**src/rtl/dma_pkg.sv**
```systemverilog
package dma_pkg;

  typedef enum logic [1:0] {
    ST_OFF  = 2'd0,
    ST_WAIT = 2'd1,
    ST_RD   = 2'd2,
    ST_WR   = 2'd3
  } dma_state_e;

  typedef enum logic [1:0] {
    MD_BLOCK  = 2'd0,
    MD_BURST  = 2'd1,
    MD_DEMAND = 2'd2,
    MD_SPARE  = 2'd3
  } dma_mode_e;

  // Address step in bytes for an element width code
  function automatic logic [2:0] elem_step(input logic [1:0] sz);
    case (sz)
      2'd0:    elem_step = 3'd1;
      2'd1:    elem_step = 3'd2;
      default: elem_step = 3'd4;
    endcase
  endfunction

endpackage

```
**src/rtl/dma_addr_ptr.sv**
```systemverilog
module dma_addr_ptr #(
  parameter int ADDR_W = 32
) (
  input  logic              clk,
  input  logic              rst_n,
  input  logic              load,
  input  logic [ADDR_W-1:0] load_val,
  input  logic              adv,
  input  logic              inc_en,
  input  logic [1:0]        size,
  output logic [ADDR_W-1:0] addr
);
  import dma_pkg::*;

  logic [ADDR_W-1:0] addr_q, addr_d;

  always_comb begin
    addr_d = addr_q;
    if (load)
      addr_d = load_val;
    else if (adv && inc_en)
      addr_d = addr_q + ADDR_W'(elem_step(size));
  end

  always_ff @(posedge clk or negedge rst_n) begin
    if (!rst_n)
      addr_q <= '0;
    else
      addr_q <= addr_d;
  end

  assign addr = addr_q;

endmodule

```
**src/rtl/dma_xfer_count.sv**
```systemverilog
module dma_xfer_count #(
  parameter int BLK_W = 4,
  parameter int CNT_W = 16
) (
  input  logic             clk,
  input  logic             rst_n,
  input  logic             load,
  input  logic [BLK_W-1:0] blk_len_cfg,
  input  logic [CNT_W-1:0] cnt_cfg,
  input  logic             elem_done,
  output logic             elem_last,
  output logic             blk_last
);
  localparam int REM_W = CNT_W + 1;
  localparam logic [REM_W-1:0] REM_FULL = REM_W'(1) << CNT_W;

  logic [BLK_W-1:0] blk_len_q, blk_len_d;
  logic [BLK_W-1:0] elem_q, elem_d;
  logic [REM_W-1:0] rem_q, rem_d;

  assign elem_last = (elem_q == blk_len_q);
  assign blk_last  = (rem_q == REM_W'(1));

  always_comb begin
    blk_len_d = blk_len_q;
    elem_d    = elem_q;
    rem_d     = rem_q;
    if (load) begin
      blk_len_d = blk_len_cfg;
      elem_d    = '0;
      rem_d     = (cnt_cfg == '0) ? REM_FULL : {1'b0, cnt_cfg};
    end else if (elem_done) begin
      if (elem_last) begin
        elem_d = '0;
        rem_d  = rem_q - REM_W'(1);
      end else begin
        elem_d = elem_q + BLK_W'(1);
      end
    end
  end

  always_ff @(posedge clk or negedge rst_n) begin
    if (!rst_n) begin
      blk_len_q <= '0;
      elem_q    <= '0;
      rem_q     <= '0;
    end else begin
      blk_len_q <= blk_len_d;
      elem_q    <= elem_d;
      rem_q     <= rem_d;
    end
  end

endmodule

```
**src/rtl/dma_ctrl.sv**
```systemverilog
module dma_ctrl (
  input  logic                clk,
  input  logic                rst_n,
  input  logic                load,
  input  logic [1:0]          mode_cfg,
  input  logic                irq_en_cfg,
  input  logic                trig_sel_cfg,
  input  logic                sw_trig,
  input  logic                per_req,
  input  logic                mem_ack,
  input  logic                elem_last,
  input  logic                blk_last,
  output dma_pkg::dma_state_e state,
  output logic                rd_fire,
  output logic                elem_done,
  output logic                done,
  output logic                irq
);
  import dma_pkg::*;

  dma_state_e state_q, state_d;
  dma_mode_e  mode_q, mode_d;
  logic       irq_en_q, irq_en_d;
  logic       tsel_q, tsel_d;
  logic       done_q, done_d;
  logic       trig;
  logic       job_end;

  assign trig      = tsel_q ? per_req : sw_trig;
  assign rd_fire   = (state_q == ST_RD) && mem_ack && !load;
  assign elem_done = (state_q == ST_WR) && mem_ack && !load;
  assign job_end   = elem_done && elem_last && blk_last;

  always_comb begin
    state_d  = state_q;
    mode_d   = mode_q;
    irq_en_d = irq_en_q;
    tsel_d   = tsel_q;
    done_d   = done_q;
    if (load) begin
      state_d  = ST_WAIT;
      mode_d   = dma_mode_e'(mode_cfg);
      irq_en_d = irq_en_cfg;
      tsel_d   = trig_sel_cfg;
      done_d   = 1'b0;
    end else begin
      case (state_q)
        ST_WAIT: if (trig) state_d = ST_RD;
        ST_RD:   if (mem_ack) state_d = ST_WR;
        ST_WR: begin
          if (mem_ack) begin
            if (job_end) begin
              state_d = ST_OFF;
              done_d  = 1'b1;
            end else if (elem_last) begin
              state_d = (mode_q == MD_BURST) ? ST_RD : ST_WAIT;
            end else begin
              state_d = (mode_q == MD_DEMAND) ? ST_WAIT : ST_RD;
            end
          end
        end
        default: state_d = ST_OFF;
      endcase
    end
  end

  always_ff @(posedge clk or negedge rst_n) begin
    if (!rst_n) begin
      state_q  <= ST_OFF;
      mode_q   <= MD_BLOCK;
      irq_en_q <= 1'b0;
      tsel_q   <= 1'b0;
      done_q   <= 1'b0;
    end else begin
      state_q  <= state_d;
      mode_q   <= mode_d;
      irq_en_q <= irq_en_d;
      tsel_q   <= tsel_d;
      done_q   <= done_d;
    end
  end

  assign state = state_q;
  assign done  = done_q;
  assign irq   = done_q && irq_en_q;

endmodule

```
**src/rtl/dma_chan_engine.sv**
```systemverilog
module dma_chan_engine #(
  parameter int ADDR_W = 32,
  parameter int DATA_W = 32,
  parameter int BLK_W  = 4,
  parameter int CNT_W  = 16
) (
  input  logic              clk,
  input  logic              rst_n,
  input  logic              cfg_load,
  input  logic [ADDR_W-1:0] cfg_src_addr,
  input  logic [ADDR_W-1:0] cfg_dst_addr,
  input  logic [1:0]        cfg_mode,
  input  logic [1:0]        cfg_size,
  input  logic [BLK_W-1:0]  cfg_blk_len,
  input  logic [CNT_W-1:0]  cfg_xfer_cnt,
  input  logic              cfg_src_inc,
  input  logic              cfg_dst_inc,
  input  logic              cfg_irq_en,
  input  logic              cfg_trig_sel,
  input  logic              sw_trig,
  input  logic              per_req,
  output logic              mem_req,
  output logic              mem_we,
  output logic [ADDR_W-1:0] mem_addr,
  output logic [1:0]        mem_size,
  output logic [DATA_W-1:0] mem_wdata,
  input  logic              mem_ack,
  input  logic [DATA_W-1:0] mem_rdata,
  output logic              chan_en,
  output logic              done,
  output logic              irq
);
  import dma_pkg::*;

  localparam int NPTR = 2;   // index 0 source, 1 destination

  dma_state_e        state;
  logic              rd_fire, elem_done, elem_last, blk_last;
  logic [1:0]        size_q, size_d;
  logic [NPTR-1:0]   inc_q, inc_d;
  logic [DATA_W-1:0] buf_q, buf_d;
  logic [ADDR_W-1:0] ptr_init [NPTR];
  logic [ADDR_W-1:0] ptr_addr [NPTR];

  assign ptr_init[0] = cfg_src_addr;
  assign ptr_init[1] = cfg_dst_addr;

  always_comb begin
    size_d = size_q;
    inc_d  = inc_q;
    buf_d  = buf_q;
    if (cfg_load) begin
      size_d = cfg_size;
      inc_d  = {cfg_dst_inc, cfg_src_inc};
    end
    if (rd_fire)
      buf_d = mem_rdata;
  end

  always_ff @(posedge clk or negedge rst_n) begin
    if (!rst_n) begin
      size_q <= '0;
      inc_q  <= '0;
      buf_q  <= '0;
    end else begin
      size_q <= size_d;
      inc_q  <= inc_d;
      buf_q  <= buf_d;
    end
  end

  for (genvar g = 0; g < NPTR; g++) begin : g_ptr
    dma_addr_ptr #(.ADDR_W(ADDR_W)) u_ptr (
      .clk      (clk),
      .rst_n    (rst_n),
      .load     (cfg_load),
      .load_val (ptr_init[g]),
      .adv      (elem_done),
      .inc_en   (inc_q[g]),
      .size     (size_q),
      .addr     (ptr_addr[g])
    );
  end

  dma_xfer_count #(.BLK_W(BLK_W), .CNT_W(CNT_W)) u_cnt (
    .clk         (clk),
    .rst_n       (rst_n),
    .load        (cfg_load),
    .blk_len_cfg (cfg_blk_len),
    .cnt_cfg     (cfg_xfer_cnt),
    .elem_done   (elem_done),
    .elem_last   (elem_last),
    .blk_last    (blk_last)
  );

  dma_ctrl u_ctrl (
    .clk          (clk),
    .rst_n        (rst_n),
    .load         (cfg_load),
    .mode_cfg     (cfg_mode),
    .irq_en_cfg   (cfg_irq_en),
    .trig_sel_cfg (cfg_trig_sel),
    .sw_trig      (sw_trig),
    .per_req      (per_req),
    .mem_ack      (mem_ack),
    .elem_last    (elem_last),
    .blk_last     (blk_last),
    .state        (state),
    .rd_fire      (rd_fire),
    .elem_done    (elem_done),
    .done         (done),
    .irq          (irq)
  );

  assign mem_req   = (state == ST_RD) || (state == ST_WR);
  assign mem_we    = (state == ST_WR);
  assign mem_addr  = (state == ST_WR) ? ptr_addr[1] : ptr_addr[0];
  assign mem_size  = size_q;
  assign mem_wdata = buf_q;
  assign chan_en   = (state != ST_OFF);

endmodule

```
**config.mk**
```make
export PLATFORM = sky130hd
export DESIGN_NAME = dma_chan_engine
export DESIGN_NICKNAME = d
export VERILOG_FILES = /design/src/rtl/dma_pkg.sv /design/src/rtl/dma_addr_ptr.sv /design/src/rtl/dma_xfer_count.sv /design/src/rtl/dma_ctrl.sv /design/src/rtl/dma_chan_engine.sv
export SDC_FILE = /design/constraint.sdc
export NUM_CORES = 1
export LEC_CHECK = 0
export BUFFER_PORTS_ARGS = -buffer_cell sky130_fd_sc_hd__buf_2
export CELL_PAD_IN_SITES_DETAIL_PLACEMENT = 2
export CELL_PAD_IN_SITES_GLOBAL_PLACEMENT = 2
export CORE_ASPECT_RATIO = 1.25
export CORE_UTILIZATION = 33
export DETAILED_ROUTE_END_ITERATION = 12
export PLACE_DENSITY_LB_ADDON = 0.1
export SETUP_SLACK_MARGIN = 0.1
export SYNTH_ARGS = -nofsm -noshare
export SYNTH_HDL_FRONTEND = slang
export SYNTH_SLANG_ARGS = --single-unit
```
**constraint.sdc**
```tcl
create_clock -name clk -period 3 [get_ports clk]
set_input_delay 0.6 -clock clk [delete_from_list [all_inputs] [get_ports clk]]
set_output_delay 0.6 -clock clk [all_outputs]
set_load 0.1 [all_outputs]
```
==> impl_metrics.yaml <==
status:
  status: "finished clean"
yosys:
  synth.area.top_cells: "dfrtp_1 (44%), mux2_2 (14%), xor2_1 (4.5%)"
  synth-seq-cells: 132
  yosys_warnings: 0
  synth_ff_type: "dfrtp_1"
  yosys.area.top_type_share_pct: 43.8
  async_flop_share_pct: 100
  synth_edf_count: 0
  mappedNetlistNets: 867
  syn_area_um2: 7550
  yosysTopAreaCell: "dfrtp_1"
  synth_cell_type_count: 61
  synthCells: 728
  avgSynthCellArea_um2: 10.4
  ys_seq_area_share_pct: 43.8
finish:
  drive_gt1_share_pct: 40.0
  diodes: 0
  num-nets-final: 1058
  post-route-util_pct: 44.5
  final_common_cell: "buf_2"
  layout_common_cells: "buf_2 (165), dfrtp_1 (131), mux2_2 (91)"
  area_growth_pct: 31.8
routing:
  routed_via_density: 5.35
  drt-initial-drc-count: 217
  ant_nets: 0
  drcViolationCount: 0
  firstDrtPassIters: 4
  wirelength_mm: 25.8
  dr_total_vias: 6496
  avgRoutedWirePerCell_um: 21.2
setup_path:
  path_class: "reg -> out"
  required_ns: 2.40
  worstPathCellList: "nand2_1, buf_4, inv_1, o21ai_2, buf_12"
  arrival_ns: 2.18
  critical-path-slowest-cell: "dfrtp_1"
  cp_max_fo: 34
  crit_path_end_kind: "primary output"
  max_stage_delay_ns: 0.51
  start_kind: "flip-flop"
clocking:
  clk_pin_slew_ns: 0.07
  postCtsSetupRepairBufs: 0
  clk_latency_ns: 0.43
  cts_buffer_depth: 2
  cts_tree: "yes"
  clock-sinks: 132
  numCtsBuffers: 17
  cts_resized: 0
  cts_hold_buf: 0
  htreeDepth: 4
  cts-root-buf: "clkbuf_16"
sta:
  period_needed_ns: 2.78
  fin_crit_sh_pct: 92.8
  drv_slew: 0
  fin_skew_ns: 0.0143
  fmax_mhz: 359
  rsz0062_at_grt: "false"
  hold_viol: 0
  layout_setup_ws_ns: 0.216
  holdWs_ns: 0.0827
  relSlewSlack_pct: 43.2
  worst_pin_slew_ns: 0.845
  finalSetupViolations: 0
grt:
  grt_overflow: 0
  grt_pass1_wl_mm: 40.6
  grt_max_degree: 62
  antenna_found_initial: 2
  grt_usage_pct: 22.9
  grt_pass1_vias: 7334
pwr:
  powerDensity_nw_per_um2: 845
  p_leak_nw: 4.34
  ir_worst_vdd_v: 0.000833
placed_design:
  pre_cts_slack_ns: 0.441
  routabilityCongestion: 0.806
  dp_hpwl_mm: 19.1
  port_buffers: 200
floorplan:
  dieArea_um2: 23500
  num_io_pins: 201
  die_x_um: 137
  num_rows: 61
  core_um2: 22400
  die_height_um: 171
  start_util_pct: 33.8
flow_run:
  maxCapViolCount: 0
hold_path:
  hold_class: "in -> async"
Yosys cell counts (5+ instances only):
cell type  count
and4_1         9
nand2_1       82
nor2_1        20
ha_1           9
nand4_1       27
nor3_1        18
mux2_2        91
nor4b_1        6
inv_1         10
xnor2_1       32
nand3_1       21
clkbuf_1      30
a21oi_1       12
dfrtp_1      132
xor2_1        39
mux2i_1        6
or4_1          5
and3_1         7
o21ai_1        9
a22oi_1        5
buf_2          9
o21ai_0       45
and2_1         8
nor4_1        16
nor4_2         7
critical path, delay by kind of cell, from the launching register on:
family                 cells  cell delay [ns]
buffers and inverters      3             0.88
and+or+nand+nor            1             0.11
AOI/OAI and AO/OA          1             0.25
DFF                        1             0.51
cell families (layout without fill, tap and decap cells):
family,Yosys count,after routing,synth area share (%)
compound gates,102,102,8.39
simple gates,261,261,20.6
buf+inv,56,260,3.13
fa+ha+maj,9,9,1.49
mux,97,97,14.4
flops,132,132,43.8
xor+xnor,71,71,8.24
flip-flops by register name, summed over array words and instances, names as in the netlist:
| register | cells |
|---|---|
| g_ptr.u_ptr.addr | 64 |
| inc_q | 2 |
| mem_size | 2 |
| mem_wdata | 32 |
| u_cnt.blk_len_q | 4 |
| u_cnt.elem_q | 4 |
| u_cnt.rem_q | 17 |
| u_ctrl.done | 1 |
| u_ctrl.irq_en_q | 1 |
| u_ctrl.mode_q | 2 |
| u_ctrl.state | 2 |
| u_ctrl.tsel_q | 1 |
where the power goes:
group / internal, mW / leakage (nW) / switching [mW]
clock network: 1.13 / 0.297 / 1.00
registers: 2.11 / 1.61 / 0.289
logic: 0.961 / 2.44 / 2.90
through the flow:
stage | std cells | instance area [um^2] | setup TNS (ns) | total power, mW
6_report | 1215 | 9950 | 0 | 8.40
5_1_grt | 1215 | 9950 | 0 | 8.70
4_1_cts | 1215 | 9950 | 0 | 8.50
3_5_place_dp | 1183 | 9350 | 0 | 6.32
3_3_place_gp | 1183 | 9350 | 0 | 6.22
2_1_floorplan | 728 | 7550 | -0.120 | 5.26
final timing paths:
path / start / to / slack (ns) / depth (start not counted)
worst max-delay path: u_ctrl.state[1] / mem_addr[24] / 0.22 / 5
worst min register to register: mem_wdata[15] / mem_wdata[15] / 0.51 / 1
worst min-delay path: rst_n / g_ptr[0].u_ptr.addr[21] / 0.08 / 1
min in group clk: cfg_dst_addr[1] / g_ptr[1].u_ptr.addr[1] / 0.38 / 3
max in group asynchronous: rst_n / g_ptr[1].u_ptr.addr[2] / 2.09 / 2
worst max register to register: mem_size[0] / g_ptr[0].u_ptr.addr[6] / 0.52 / 8
routing by layer:
| layer | global-route usage, % | wire [um] | vias up |
|---|---|---|---|
| met1 | 25.9 | 10100 | 3294 |
| met2 | 42.5 | 14200 | 150 |
| met4 | 8.03 | 454 | 4 |
| met3 | 4.00 | 978 | 28 |
| met5 | 0 | 23 | - |
| li1 | - | - | 3020 |
cell type report:
class	instances	area, um^2
Multi-Input combinational cell	540	4020
Tap cell	283	354
Clock inverter	15	174
Inverter	11	41.3
Timing Repair Buffer	217	1630
Sequential cell	132	3300
Fill cell	2382	12400
Clock buffer	17	425
Note: power is estimated with default switching activity, not from simulation.
